$ cat config.mk
export PLATFORM = sky130hd
export DESIGN_NAME = bcdu_unit
export DESIGN_NICKNAME = d
export VERILOG_FILES = /design/src/rtl/bcdu_pkg.sv /design/src/rtl/bcdu_corr.sv /design/src/rtl/bcdu_addsub.sv /design/src/rtl/bcdu_unit.sv
export SDC_FILE = /design/constraint.sdc
export NUM_CORES = 1
export LEC_CHECK = 0
export BUFFER_PORTS_ARGS = -buffer_cell sky130_fd_sc_hd__buf_4
export CAP_MARGIN = 20
export CORE_MARGIN = 2
export CORE_UTILIZATION = 30
export CTS_CLUSTER_DIAMETER = 50
export DETAILED_ROUTE_END_ITERATION = 8
export PLACE_DENSITY = 0.61
export SLEW_MARGIN = 20
export SYNTH_ARGS = -nofsm -noshare
export SYNTH_HDL_FRONTEND = slang
export SYNTH_SLANG_ARGS = --single-unit
$ cat constraint.sdc
create_clock -name clk -period 1.1 [get_ports clk]
set_clock_uncertainty 0.05 [all_clocks]
set_input_delay 0.165 -clock clk [delete_from_list [all_inputs] [get_ports clk]]
set_output_delay 0.165 -clock clk [all_outputs]
set_load 0.005 [all_outputs]
$ cat src/rtl/bcdu_pkg.sv
package bcdu_pkg;
  localparam int DATA_W = 8;
  localparam int NIB_W  = 4;
  localparam int DIGIT_MAX = 9;

  localparam int FL_C = 0;
  localparam int FL_N = 1;
  localparam int FL_H = 4;
  localparam int FL_Z = 6;

  typedef enum logic [1:0] {
    OP_DADJ = 2'd0,
    OP_CMPL = 2'd1,
    OP_SETC = 2'd2,
    OP_CMPC = 2'd3
  } op_e;
endpackage

$ cat src/rtl/bcdu_corr.sv
module bcdu_corr
  import bcdu_pkg::*;
#(
  parameter int W = DATA_W
) (
  input  logic [W-1:0] acc,
  input  logic         flg_c,
  input  logic         flg_h,
  input  logic         flg_n,
  output logic [W-1:0] corr
);
  localparam int NW = NIB_W;
  localparam logic [NW-1:0] DMAX = NW'(DIGIT_MAX);
  localparam logic [NW-1:0] FIX  = NW'(6);

  logic [NW-1:0] lo_dig, hi_dig;
  logic          lo_over, hi_over, add_extra;

  always_comb begin
    lo_dig    = acc[NW-1:0];
    hi_dig    = acc[W-1:W-NW];
    lo_over   = lo_dig > DMAX;
    hi_over   = hi_dig > DMAX;
    // accumulator above 0x90 with an out-of-range low digit
    add_extra = !flg_n && (acc > {DMAX, {NW{1'b0}}}) && lo_over;
    corr      = '0;
    if (flg_h || lo_over)            corr[NW-1:0] = FIX;
    if (flg_c || hi_over || add_extra) corr[W-1:W-NW] = FIX;
  end
endmodule

$ cat src/rtl/bcdu_addsub.sv
module bcdu_addsub
  import bcdu_pkg::*;
#(
  parameter int W = DATA_W
) (
  input  logic [W-1:0] x,
  input  logic [W-1:0] y,
  input  logic         sub,
  output logic [W-1:0] res,
  output logic         cy,
  output logic         hc,
  output logic         zr
);
  localparam int NW = NIB_W;

  logic [W:0]  full;
  logic [NW:0] low;

  always_comb begin
    if (sub) begin
      full = {1'b0, x} - {1'b0, y};
      low  = {1'b0, x[NW-1:0]} - {1'b0, y[NW-1:0]};
    end else begin
      full = {1'b0, x} + {1'b0, y};
      low  = {1'b0, x[NW-1:0]} + {1'b0, y[NW-1:0]};
    end
    res = full[W-1:0];
    cy  = full[W];
    hc  = low[NW];
    zr  = ~|full[W-1:0];
  end
endmodule

$ cat src/rtl/bcdu_unit.sv
module bcdu_unit
  import bcdu_pkg::*;
#(
  parameter int W = DATA_W
) (
  input  logic         clk,
  input  logic         rst_n,
  input  logic         in_valid,
  input  logic [1:0]   op,
  input  logic [W-1:0] a_in,
  input  logic [W-1:0] f_in,
  output logic         out_valid,
  output logic [W-1:0] a_out,
  output logic [W-1:0] f_out
);
  logic [W-1:0] corr, adj_res;
  logic         adj_c, adj_h, adj_z;
  logic [W-1:0] a_nxt, f_nxt;
  logic         v_nxt;
  op_e          op_q;

  bcdu_corr #(.W(W)) u_corr (
    .acc   (a_in),
    .flg_c (f_in[FL_C]),
    .flg_h (f_in[FL_H]),
    .flg_n (f_in[FL_N]),
    .corr  (corr)
  );

  bcdu_addsub #(.W(W)) u_addsub (
    .x   (a_in),
    .y   (corr),
    .sub (f_in[FL_N]),
    .res (adj_res),
    .cy  (adj_c),
    .hc  (adj_h),
    .zr  (adj_z)
  );

  always_comb begin
    op_q  = op_e'(op);
    v_nxt = in_valid;
    a_nxt = a_out;
    f_nxt = f_out;
    if (in_valid) begin
      a_nxt = a_in;
      f_nxt = f_in;
      unique case (op_q)
        OP_DADJ: begin
          a_nxt       = adj_res;
          f_nxt[FL_C] = adj_c;
          f_nxt[FL_H] = adj_h;
          f_nxt[FL_Z] = adj_z;
        end
        OP_CMPL: begin
          a_nxt       = ~a_in;
          f_nxt[FL_H] = 1'b1;
          f_nxt[FL_N] = 1'b1;
        end
        OP_SETC: f_nxt[FL_C] = 1'b1;
        OP_CMPC: f_nxt[FL_C] = ~f_in[FL_C];
        default: ;
      endcase
    end
  end

  always_ff @(posedge clk or negedge rst_n) begin
    if (!rst_n) begin
      out_valid <= 1'b0;
      a_out     <= '0;
      f_out     <= '0;
    end else begin
      out_valid <= v_nxt;
      if (in_valid) begin
        a_out <= a_nxt;
        f_out <= f_nxt;
      end
    end
  end

  // result registers hold on idle cycles, valid tracks the request
  p_hold_r2: assert property (@(posedge clk) disable iff (!rst_n)
    !in_valid |=> (!out_valid && $stable(a_out) && $stable(f_out)));
  p_valid_r2: assert property (@(posedge clk) disable iff (!rst_n)
    in_valid |=> out_valid);
  // subtract flag passes through the decimal adjust
  p_keep_n_r6: assert property (@(posedge clk) disable iff (!rst_n)
    (in_valid && op == 2'd0) |=> (f_out[FL_N] == $past(f_in[FL_N])));
  // complement inverts accumulator and sets H and N
  p_cpl_r7: assert property (@(posedge clk) disable iff (!rst_n)
    (in_valid && op == 2'd1) |=>
      (a_out == ~$past(a_in) && f_out[FL_H] && f_out[FL_N]));
  // set carry
  p_scf_r8: assert property (@(posedge clk) disable iff (!rst_n)
    (in_valid && op == 2'd2) |=> (f_out[FL_C] && a_out == $past(a_in)));
  // complement carry
  p_ccf_r9: assert property (@(posedge clk) disable iff (!rst_n)
    (in_valid && op == 2'd3) |=>
      (f_out[FL_C] != $past(f_in[FL_C]) && a_out == $past(a_in)));
endmodule

== Word-level counts from Yosys, hierarchy flattened ==
Cells that the tools add are included.

* Flip-flop bits (word level): 17
* Output and inout bits: 17
* Logic and storage cells: 33

* Add/subtract/negate cells: 4
* Order comparisons: 3
* Equal/unequal tests: 3
* Mux-type cells: 9
* Bitwise gates (word level): 2
* Reductions and logical operators: 9

{| class="wikitable"
|+ Operators with widths
! kind !! count
|-
| $pmux W8 S2 || 1
|-
| $add A8 B7 Y9 || 1
|-
| $mux W9 || 1
|-
| $sub A8 B7 Y9 || 1
|-
| $gt A4 B4 Y1 const B || 2
|-
| $gt A8 B8 Y1 const B || 1
|-
| $not A8 Y8 || 1
|-
| $reduce_or A8 Y1 || 1
|-
| $mux W3 || 2
|-
| $add A4 B3 Y5 || 1
|-
| $mux W5 || 1
|-
| $sub A4 B3 Y5 || 1
|-
| $eq A2 B2 Y1 const B || 2
|-
| $logic_or A1 B1 Y1 || 3
|-
| $pmux W1 S3 || 1
|-
| $eq A2 B1 Y1 const B || 1
|-
| $logic_and A1 B1 Y1 || 2
|-
| $logic_not A1 Y1 || 2
|-
| $logic_not A2 Y1 || 1
|-
| $mux W1 || 2
|-
| $pmux W1 S2 || 1
|-
| $not A1 Y1 || 1
|}

== Logic depth before layout (Yosys ltp) ==
Gate-level depths: netlist (run 1).

* Depth in word-level cells: 10
* Mapped depth: 14
* Mapped depth without buffers: 14

== Modules after synthesis ==
Synthesis (run 1) repeated with hierarchy kept, for this count alone.

* Cell total of the unflattened synthesis: 175
* Area, all modules: 1,460.2 sq um

{| class="wikitable"
|+ By module, submodules not included
! module !! times used !! cells each !! area each (sq um) !! sequential area each (sq um)
|-
| bcdu_unit || 1 || 85 || 843.3 || 425.4
|-
| bcdu_addsub || 1 || 77 || 535.5 || 0.0
|-
| bcdu_corr || 1 || 13 || 81.3 || 0.0
|}

== Least setup slack after synthesis (run 1) ==
No wires, ideal clock.

* Kind: input to register
* Start: input a_in[1]
* End: register f_out[6]
* Setup time: 92 ps
* Arrival: 2,463 ps
* Setup slack: -1,505 ps
* Stages: 13
* Buffers on the path: 0
* Path through: o21ai_1 nor3b_1 or3_1 a21oi_1 ha_1 inv_1 o21ai_1 ha_1 o21ai_1 nand3b_1 o21ai_0 or4_4 o31ai_2

* Word-level cells in the longest chain between the ends: 10
* Elaborated cells between the ends (all ways): 14

{| class="wikitable"
|+ Ends and longest elaborated chain
! item !! line !! RTL
|-
| start, declared || bcdu_unit.sv:10 || <nowiki>input logic [W-1:0] a_in,</nowiki>
|-
| $gt A8 B8 Y1 || bcdu_corr.sv:25 || <nowiki>add_extra = !flg_n && (acc > {DMAX, {NW{1'b0}}}) && lo_over;</nowiki>
|-
| $logic_and A1 B1 Y1 (2 in series) || bcdu_corr.sv:25 ||
|-
| $logic_or A1 B1 Y1 || bcdu_corr.sv:28 || <nowiki>if (flg_c || hi_over || add_extra) corr[W-1:W-NW] = FIX;</nowiki>
|-
| $mux W3 || bcdu_corr.sv:28 ||
|-
| $add A8 B7 Y9 or $sub A8 B7 Y9 (tied branches) || bcdu_addsub.sv:24, bcdu_addsub.sv:21 ||
|-
| $mux W9 * || bcdu_addsub.sv:20 || <nowiki>if (sub) begin</nowiki>
|-
| $reduce_or A8 Y1 * || bcdu_addsub.sv:30 || <nowiki>zr = ~|full[W-1:0];</nowiki>
|-
| $logic_not A1 Y1 * || bcdu_addsub.sv:30 ||
|-
| $mux W1 * || bcdu_unit.sv:48 || <nowiki>unique case (op_q)</nowiki>
|-
| end signal, assigned || bcdu_unit.sv:76 || <nowiki>f_out <= f_nxt;</nowiki>
|-
| end, declared || bcdu_unit.sv:14 || <nowiki>output logic [W-1:0] f_out</nowiki>
|}

Every way passes the cells marked *; elsewhere a longest branch is shown, timed or not.
A chain may end at the register's enable or synchronous reset.

== Final worst setup path (run 1) ==
* Start: input a_in[2]
* End: register a_out[6]

* Word-level cells in the longest chain between the ends: 8
* Elaborated cells between the ends (all ways): 12

{| class="wikitable"
|+ Ends and longest elaborated chain
! item !! line !! RTL
|-
| $gt A8 B8 Y1 || bcdu_corr.sv:25 ||
|-
| $logic_and A1 B1 Y1 (2 in series) || bcdu_corr.sv:25 ||
|-
| $logic_or A1 B1 Y1 || bcdu_corr.sv:28 ||
|-
| $mux W3 || bcdu_corr.sv:28 ||
|-
| $add A8 B7 Y9 or $sub A8 B7 Y9 (tied branches) || bcdu_addsub.sv:24, bcdu_addsub.sv:21 ||
|-
| $mux W9 * || bcdu_addsub.sv:20 ||
|-
| $pmux W8 S2 * || bcdu_unit.sv:48 ||
|-
| end signal, assigned || bcdu_unit.sv:75 || <nowiki>a_out <= a_nxt;</nowiki>
|-
| end, declared || bcdu_unit.sv:13 || <nowiki>output logic [W-1:0] a_out,</nowiki>
|}

Marked as above.

==> results of run 1 <==
## worst reg2reg max path, cell delays in order, from the launching register on
cell and delay (ns):
dfrtp_1 0.37, o2111ai_1 0.12, or4_4 0.49, o31ai_2 0.17
## per-layer routing
layer	GRT usage (%)	wire, um	vias to the layer above
met5	0	0	-
met4	5.75	49	0
met3	1.95	214	5
met2	29.0	1870	41
met1	18.8	1500	626
li1	-	-	672
## how the worst min path moves through the flow
stage,start,end,slack (ns),cells past startpoint
global placement,rst_n,a_out[0],-0.01,1
global route,f_in[3],f_out[3],0.09,2
detailed placement,rst_n,f_out[3],-0.01,1
finish,f_in[2],f_out[2],0.10,2
floorplan,rst_n,a_out[0],-0.18,0
CTS,f_in[2],f_out[2],0.1,2
## per-stage QoR
step | std cells | hold WS [ns] | instance area [um^2] | setup WS, ns | TNS (ns)
after floorplan | 141 | -0.181 | 1300 | -1.38 | -8.52
after global placement | 263 | -0.0118 | 1910 | -1.64 | -12.05
after detailed placement | 263 | -0.0104 | 1910 | -1.73 | -12.78
after CTS | 272 | 0.0987 | 2120 | -1.36 | -9.43
after global routing | 273 | 0.0926 | 2180 | -1.48 | -10.38
final | 273 | 0.103 | 2180 | -1.33 | -9.16
## placed cells by master, fill, tap and decap left out, drive strengths merged, types with 6 or more instances in the layout
master,count
buf,81
nor2,19
dfrtp,17
a21oi,14
o21ai,10
ha,10
inv,8
nand2,7
xnor2,6
## cell families after synthesis
| family | Yosys count | synth area share [%] |
|---|---|---|
| fa+ha+maj | 10 | 10.0 |
| compound gates | 43 | 23.2 |
| xor+xnor | 9 | 6.31 |
| simple gates | 46 | 19.1 |
| flops | 17 | 34.1 |
| mux | 4 | 3.61 |
| buf+inv | 12 | 3.61 |
## area by class of cell
type / instances / area, um^2 / share of cell area, %
multi-input combinational: 112 / 965 / 44.3
timing repair buffer: 82 / 652 / 29.9
sequential: 17 / 425 / 19.5
tap: 50 / 62.6 / 2.87
inverter: 8 / 30.0 / 1.38
clock buffer: 4 / 45.0 / 2.07
## registers in the layout, indices dropped and copies added, names as in the netlist
name,flops
a_out,8
out_valid,1
f_out,8
## power groups by stage
stage	Clock, uW	Sequential (uW)	Combinational (uW)
4_1_cts	464	740	1010
3_5_place_dp	0	751	905
5_1_grt	508	748	1170
3_3_place_gp	0	746	882
2_1_floorplan	0	754	433
6_report	448	740	1070
## repair_timing
item | CTS | global route
endpoints found under the setup margin | 11 | 11
hold buffers | 1 | 0
gates resized for setup | 21 | 10
pin swaps | 20 | 13
setup buffers | 4 | 1
endpoints found under the hold margin | 17 | 0
==> summary.md, run 1 <==
| Metric | Value |
|---|---|
| CP top delay family | `compound AO/OA/AOI/OAI gates` |
| Main area contributors after synthesis | `dfrtp_1, ha_1, nor2_1, a21oi_1, xnor2_1` |
| Clock buffer depth | `2` |
| Max_slew headroom | `77.3%` |
| Initial antenna violation count | `0` |
| Post-synth net total | `~170` |
| Clock Sinks | `17` |
| Routability cong. | `approximately 0.80` |
| Power Total | `2260 uW` |
| Critical path class | `input pin to flop` |
| Prevailing post-synth register cell | `dfrtp_1` |
| Crit path max-delay cell type | `ha_2` |
| Die extent in y | `between 60 and 70 um` |
| Logic pwr share | `roughly 47%` |
| Max-cap viol count | `0` |
| Slowest stage delay, CP | `between 0.3 and 0.4 ns` |
| Slew Viols, Final | `0` |
| DRT Pass-1 Iters | `4` |
| Achievable Freq | `about 0.4 GHz` |
| Total GRT Usage | `~16%` |
| Core ar. | `between 4000 and 5000 um^2` |
| Register bit count reported by yosys | `17` |
| Net Switching | `697 uW` |
| Rows | `23` |
| Routed wire length per instance | `13.3 um` |
| Most frequent cell after synthesis | `nor2_1` |
| Hold crit path type | `input pin to flop` |
| Layout overhead on the synthesized area | `74.5%` |
| TritonCTS Buffers | `3` |
| Post-route setup slack | `-1.33 ns` |
| Port Buf Inserts | `37` |
| Final wirelength | `3640 um` |
| Htree depth | `1` |
| Yosys top cell area share | `roughly a third` |
| Number of cells on the critical path | `15` |
| Pint | `1560 uW` |
| Die footprint | `roughly 4700 um^2` |
| FILL cells | `389` |
| Crit path cell chain | `buf_8, o21ai_4, nor3b_2, or3_1, a21oi_2, ha_1, inv_1, o21ai_1, ha_2, o21ai_2, buf_4, a31o_1, o21a_1, a221oi_2, a21oi_1` |
| Status | `finished with violations` |
| Global-route wire length before repair | `5640 um` |
| CTS tree | `built` |
| Post-synthesis instance total | `approximately 140` |
| PD cells | `around 1000 nW/um^2` |
| Core Util, Final | `roughly 54%` |
| Yosys warns | `0` |
| Hold Vio Cnt, Final | `0` |
| FF-to-FF Start | `f_out[6]` |
| Origin of the worst setup path | `a_in[2]` |
| Unrepaired setup endpoints after global routing | `true` |
| Vias in the first global route | `1,275` |
| Failing checks | `setup timing` |
| Capturing point of the worst reg2reg path | `f_out[6]` |
| P_leak | `between 0.0009 and 0.001 uW` |
| Drt drc | `0` |
| Total gr overflow | `0` |
| Sw Ratio | `30.9%` |
| R2r setup slk | `-0.18 ns` |
| Clk Latency, worst-skew pair | `about 0.25 ns` |
| Post-route ant nets | `0` |
| DRT iter0 DRCs | `90` |
| Syn Area/Cell | `8.86 um^2` |
| Worst vdd ir | `around 0.00042 V` |
| Least-Margin Pin Slew | `approximately 0.34 ns` |
| Commonest cells in the synthesized netlist | `nor2_1, dfrtp_1, a21oi_1` |
| WP buf/inv | `3` |
| Tmin final | `~2.4 ns` |
| Via count | `1,344` |
| I/O pins | `38` |
| Width of the die | `approximately 70 um` |
| Clock network power share | `between 10% and 20%` |
| Worst-path clk slew | `approximately 0.060 ns` |
| Yosys top cell by area | `dfrtp_1` |
| Initial Util | `31.2%` |
| Final HPWL DP | `2900 um` |
| CTS root buffer | `clkbuf_8` |
| Synth unique cells | `39` |
| CP max FO | `3` |
| # diodes | `0` |
| Final setup vio count | `10` |
| Via/cell ratio | `between 4 and 5` |
| Critical Path RT | `roughly 1.2 ns` |
| Register area share after synthesis | `between 30% and 40%` |
| CP Launch Type | `input pin` |
| Setup crit end kind | `flop` |
| Seq pwr share | `32.8%` |
| Worst reg2reg path depth | `3` |
| Fin crit share | `221%` |
| Critical path arrival | `around 2.5 ns` |
| Async set-reset flop share out of synthesis | `between 90% and 100%` |
| Number of flops mapped to enable cells by yosys | `0` |
| Post-synthesis cell area | `about 1200 um^2` |
| Pin count of the biggest net entering global routing | `18` |
| Share of cells above drive strength 1 | `between 50% and 60%` |
| Nets | `255` |
| Critical Path Sink | `a_out[6]` |
Power figures use the tool's default switching activity.
==> run 2: changes to the inputs <==
- CORE_UTILIZATION: 30 -> 35
- PLACE_DENSITY: 0.61 -> 0.68
==> summary.md, run 2 (synthesized netlist as in run 1, its figures left out) <==
| Metric | Value |
|---|---|
| Logic pwr share | `between 50 and 60%` |
| Hold crit path type | `input pin to flop` |
| Core ar. | `between 3000 and 4000 um^2` |
| Rows | `21` |
| Most frequent cells in the layout | `buf_4, nor2_1, dfrtp_1` |
| Worst-path clk slew | `about 0.11 ns` |
| Clock Sinks | `17` |
| Layout overhead on the synthesized area | `72.5%` |
| Achievable Freq | `0.441 GHz` |
| CP Launch Type | `input pin` |
| Slowest stage delay, CP | `approximately 0.41 ns` |
| Clock buffer depth | `2` |
| Port Buf Inserts | `37` |
| CP max FO | `3` |
| Routability cong. | `0.872` |
| Total gr overflow | `0` |
| Final setup vio count | `11` |
| DRT Pass-1 Iters | `4` |
| Total GRT Usage | `between 10% and 20%` |
| Htree depth | `1` |
| Final setup TNS | `-8.57 ns` |
| Initial Util | `between 30% and 40%` |
| Capturing point of the worst reg2reg path | `f_out[6]` |
| Max-cap viol count | `0` |
| Routed wire length per instance | `about 14 um` |
| Least-Margin Pin Slew | `just over 0.3 ns` |
| Clock network power share | `around 15%` |
| Worst vdd ir | `~0.00058 V` |
| PD cells | `~1000 nW/um^2` |
| Failing checks | `setup timing` |
| Final wirelength | `3840 um` |
| Power Total | `roughly 2200 uW` |
| I/O pins | `38` |
| # diodes | `0` |
| Final HPWL DP | `3050 um` |
| Critical path class | `input pin to flop` |
| Sw Ratio | `between 30% and 40%` |
| Initial antenna violation count | `0` |
| Largest regs | `a_out x8, f_out x8, out_valid x1` |
| Place WS | `-1.73 ns` |
| Status | `finished with violations` |
| Pint | `1460 uW` |
| Worst reg2reg path depth | `3` |
| Min-delay src | `f_in[2]` |
| R2r setup slk | `-0.20 ns` |
| Placed Instances | `between 200 and 300` |
| Unrepaired setup endpoints after global routing | `true` |
| Hold depth | `2` |
| Cell mode on critical path | `o21ai_2` |
| Fin crit share | `206%` |
| Core Util, Final | `approximately 64%` |
| FF-to-FF Start | `f_out[6]` |
| WHS Endpoint | `f_out[2]` |
| TritonCTS Buffers | `3` |
| Crit path max-delay cell type | `or4_4` |
| Vias in the first global route | `roughly 1,400` |
| Crit path cell chain | `buf_6, o21ai_4, nor3b_2, or3_4, a21oi_4, ha_4, inv_2, o21ai_2, ha_4, o21ai_2, nand3b_1, o21ai_2, or4_4, o31ai_2` |
| Die extent in y | `roughly 64 um` |
| CTS tree | `built` |
| Commonest non-fill, non-tap cell in the layout | `buf_4` |
| CP top delay family | `simple AND/OR/NAND/NOR gates` |
| Critical path arrival | `about 2.4 ns` |
| Final cell count without fillers | `about 270` |
| P_leak | `0.000979 uW` |
| Slew Viols, Final | `0` |
| Share of cells above drive strength 1 | `between 50% and 60%` |
| Post-route ant nets | `0` |
| Via count | `about 1,300` |
| Hold Vio Cnt, Final | `0` |
| CTS root buffer | `clkbuf_4` |
| Nets | `255` |
| Net Switching | `~740 uW` |
| DRT iter0 DRCs | `a little over 60` |
| Width of the die | `between 60 and 70 um` |
| Drt drc | `0` |
| Tmin final | `~2.3 ns` |
| Pin count of the biggest net entering global routing | `19` |
| Via/cell ratio | `about 5.0` |
| Critical Path RT | `between 1 and 1.5 ns` |
| Die footprint | `between 4000 and 5000 um^2` |
| Setup crit end kind | `flop` |
| Global-route wire length before repair | `around 6200 um` |
| Seq pwr share | `between 30% and 40%` |
| Post-route setup slack | `-1.17 ns` |
| WP buf/inv | `2` |
| Clk Latency, worst-skew pair | `roughly 0.3 ns` |
| Max_slew headroom | `about four fifths` |
==> run 2: final cells by class <==
type	instances	area [um^2]
Inverter	8	30.0
Timing Repair Buffer	82	641
Tap cell	46	57.6
Clock inverter	1	5.00
Clock buffer	3	22.5
Sequential cell	17	425
Multi-Input combinational cell	112	973
Fill cell	272	1230
==> run 2: power by group through the flow <==
stage | registers (uW) | clock network, uW | logic [uW]
finish | 738 | 339 | 1130
global route | 747 | 368 | 1210
CTS | 739 | 351 | 1090
detailed placement | 751 | 0 | 951
global placement | 746 | 0 | 919
floorplan | 754 | 0 | 433
==> run 2: worst max path at each step <==
stage	from	to	slack, ns	depth (start not counted)
4_1_cts	a_in[2]	f_out[6]	-1.19	14
5_1_grt	a_in[1]	a_out[6]	-1.24	14
6_report	a_in[1]	f_out[6]	-1.17	14
3_3_place_gp	a_in[1]	f_out[0]	-1.63	13
3_5_place_dp	a_in[1]	f_out[0]	-1.73	13
2_1_floorplan	a_in[1]	f_out[0]	-1.38	12
==> run 2: metal layers <==
| layer | vias up | track usage, % | share of wire [%] |
|---|---|---|---|
| met2 | 32 | 36.1 | 53 |
| met1 | 627 | 23.2 | 41 |
| met3 | 10 | 3.17 | 3.2 |
| met5 | - | 0 | 0 |
| li1 | 670 | - | - |
| met4 | 0 | 5.71 | 2.5 |
==> run 2: worst register-to-register path: stages (launching register included) <==
cell and delay [ns]:
dfrtp_1 0.40, o2111ai_1 0.11, or4_4 0.49, o31ai_2 0.17
==> run 2: repair_timing <==
| item | 4_1_cts | 5_1_grt |
|---|---|---|
| pin swaps | 18 | 12 |
| setup endpoints to repair | 11 | 11 |
| hold buffers | 1 | 0 |
| cloned | 0 | 0 |
| endpoints found under the hold margin | 17 | 0 |
| gates resized for setup | 24 | 7 |
| buffers inserted | 4 | 0 |
==> run 2: stage by stage <==
step,area (um^2),hold slack [ns]
after global routing,2150,0.0377
after floorplan,1300,-0.181
final,2150,0.0375
after CTS,2120,0.0342
after detailed placement,1920,-0.00710
after global placement,1920,-0.0163
==> run 3: changes to the inputs <==
- CTS_BUF_LIST: not set -> sky130_fd_sc_hd__clkbuf_8
- SETUP_SLACK_MARGIN: not set -> 0.3
==> summary.md, run 3 (synthesized netlist as in run 1, its figures left out) <==
| Metric | Value |
|---|---|
| Status | `finished with violations` |
| Failing checks | `setup timing` |
| Total GRT Usage | `21.7%` |
| Post-route ant nets | `0` |
| Unrepaired setup endpoints after global routing | `true` |
| R2r setup slk | `-0.29 ns` |
| P_leak | `0.00114 uW` |
| Power Total | `between 2000 and 3000 uW` |
| Hold Vio Cnt, Final | `0` |
| Clock Sinks | `17` |
| FF-to-FF Start | `f_out[6]` |
| DRT iter0 DRCs | `83` |
| Drt drc | `0` |
| Layout overhead on the synthesized area | `103%` |
| Tmin final | `roughly 2.5 ns` |
| Met1 usage | `between 20 and 30%` |
| CP Launch Type | `input pin` |
| Met3 Use GR | `around 3.5%` |
| M2 GR Usage | `a little over two fifths` |
| Capturing point of the worst reg2reg path | `f_out[6]` |
| Min-delay src | `f_in[3]` |
| Critical path class | `input pin to flop` |
| Achievable Freq | `between 0.4 and 0.5 GHz` |
| Pin count of the biggest net entering global routing | `21` |
| Nets | `about 270` |
| Commonest non-fill, non-tap cell in the layout | `buf_4` |
| Core ar. | `3390 um^2` |
| Initial Util | `36.8%` |
| Port Buf Inserts | `37` |
| Global-route wire length before repair | `between 6000 and 7000 um` |
| Worst vdd ir | `0.000786 V` |
| FILL cells | `~230` |
| Final setup vio count | `11` |
| Via/cell ratio | `5.33` |
| Largest regs | `a_out x8, f_out x8, out_valid x1` |
| Place WS | `-1.68 ns` |
| PD cells | `1040 nW/um^2` |
| Die extent in y | `63.7 um` |
| Rows | `21` |
| Die footprint | `~4100 um^2` |
| Post-route setup slack | `-1.37 ns` |
| Max-cap viol count | `0` |
| Max_slew headroom | `between 70% and 80%` |
| Vias in the first global route | `between 1,000 and 1,500` |
| CTS tree | `built` |
| Initial antenna violation count | `0` |
| Hold depth | `2` |
| Critical path arrival | `2.55 ns` |
| Fin crit share | `225%` |
| Share of cells above drive strength 1 | `a little under two thirds` |
| Hold crit path type | `input pin to flop` |
| Global route hottest layer | `met2` |
| Total gr overflow | `0` |
| Htree depth | `1` |
| TritonCTS Buffers | `3` |
| Worst reg2reg path depth | `3` |
| Critical Path RT | `roughly 1.2 ns` |
| CTS root buffer | `clkbuf_8` |
| Setup crit end kind | `flop` |
| Clk Latency, worst-skew pair | `around 0.24 ns` |
| WHS Endpoint | `f_out[3]` |
| Clock buffer depth | `2` |
| Final wirelength | `between 4000 and 5000 um` |
| Via count | `between 1,500 and 2,000` |
| Final HPWL DP | `~3100 um` |
| Core Util, Final | `approximately 75%` |
| Width of the die | `63.7 um` |
| DRT Pass-1 Iters | `4` |
| Slew Viols, Final | `0` |
| Least-Margin Pin Slew | `around 0.34 ns` |
| Routed wire length per instance | `17.5 um` |
| # diodes | `0` |
| Most frequent cells in the layout | `buf_4, buf_6, dfrtp_1` |
| Worst-path clk slew | `0.06 ns` |
| I/O pins | `38` |
| Routability cong. | `about 0.82` |
| CP max FO | `4` |
run 3: changes by cell type in the layout (fill, tap and decap cells not counted), sizes merged:
cell / previous run / this run
buf: 81 / 94
inv: 8 / 9
clkinv: 1 / 0
run 3: worst max-delay path by stage:
stage / start / to / cells after the start
2_1_floorplan: a_in[1] / f_out[0] / 12
3_3_place_gp: a_in[1] / f_out[0] / 13
3_5_place_dp: a_in[1] / f_out[0] / 14
4_1_cts: a_in[2] / f_out[6] / 14
5_1_grt: a_in[1] / a_out[7] / 16
6_report: a_in[1] / f_out[0] / 14
run 3: power breakdown:
| part | total [uW] | switching [uW] | internal (uW) |
|---|---|---|---|
| logic | 1420 | 615 | 808 |
| registers | 763 | 64.1 | 699 |
| clock network | 451 | 204 | 247 |
| total | 2640 | 883 | 1750 |
run 3: final cells by class:
type                            instances  area (um^2)  share of cell area, %
Multi-Input combinational cell        112         1130                   44.8
Timing Repair Buffer                   95          837                   33.0
Sequential cell                        17          425                   16.8
Tap cell                               46         57.6                   2.27
Clock buffer                            3         41.3                   1.63
Inverter                                8         35.0                   1.38
Clock inverter                          1         3.75                  0.148
run 3: routing by layer:
metal  up-vias  part of all wire (%)  routed length, um
li1        699                     -                  -
met1       736                    39               1910
met2        54                    55               2710
met3        15                   3.6                178
met4         0                   2.9                144
met5         -                     0                  0
run 3: critical path: stages:
cell      delay, ns
buf_6          0.10
o21ai_4        0.16
nor3b_2        0.06
or3_4          0.38
a21oi_4        0.19
buf_6          0.14
nand2_4        0.05
o21ai_4        0.07
ha_4           0.24
a21oi_4        0.20
nor2b_2        0.07
a311oi_2       0.30
xnor2_1        0.13
a221o_1        0.30
run 3: metrics by stage:
| step | std cells | hold slack, ns | instance area [um^2] | TNS [ns] |
|---|---|---|---|---|
| after floorplan | 141 | -0.181 | 1340 | -8.49 |
| after global placement | 261 | -0.0195 | 1940 | -12.31 |
| after detailed placement | 261 | -0.00767 | 1940 | -12.92 |
| after CTS | 274 | 0.0966 | 2260 | -9.89 |
| after global routing | 282 | 0.0964 | 2530 | -10.77 |
| final | 282 | 0.100 | 2530 | -10.03 |
run 3: what timing repair did:
action | 4_1_cts | 5_1_grt
pin swaps | 20 | 24
resized for setup | 43 | 39
hold buffers | 1 | 0
hold endpoints to repair | 17 | 0
setup endpoints to repair | 32 | 33
setup buffers | 8 | 8
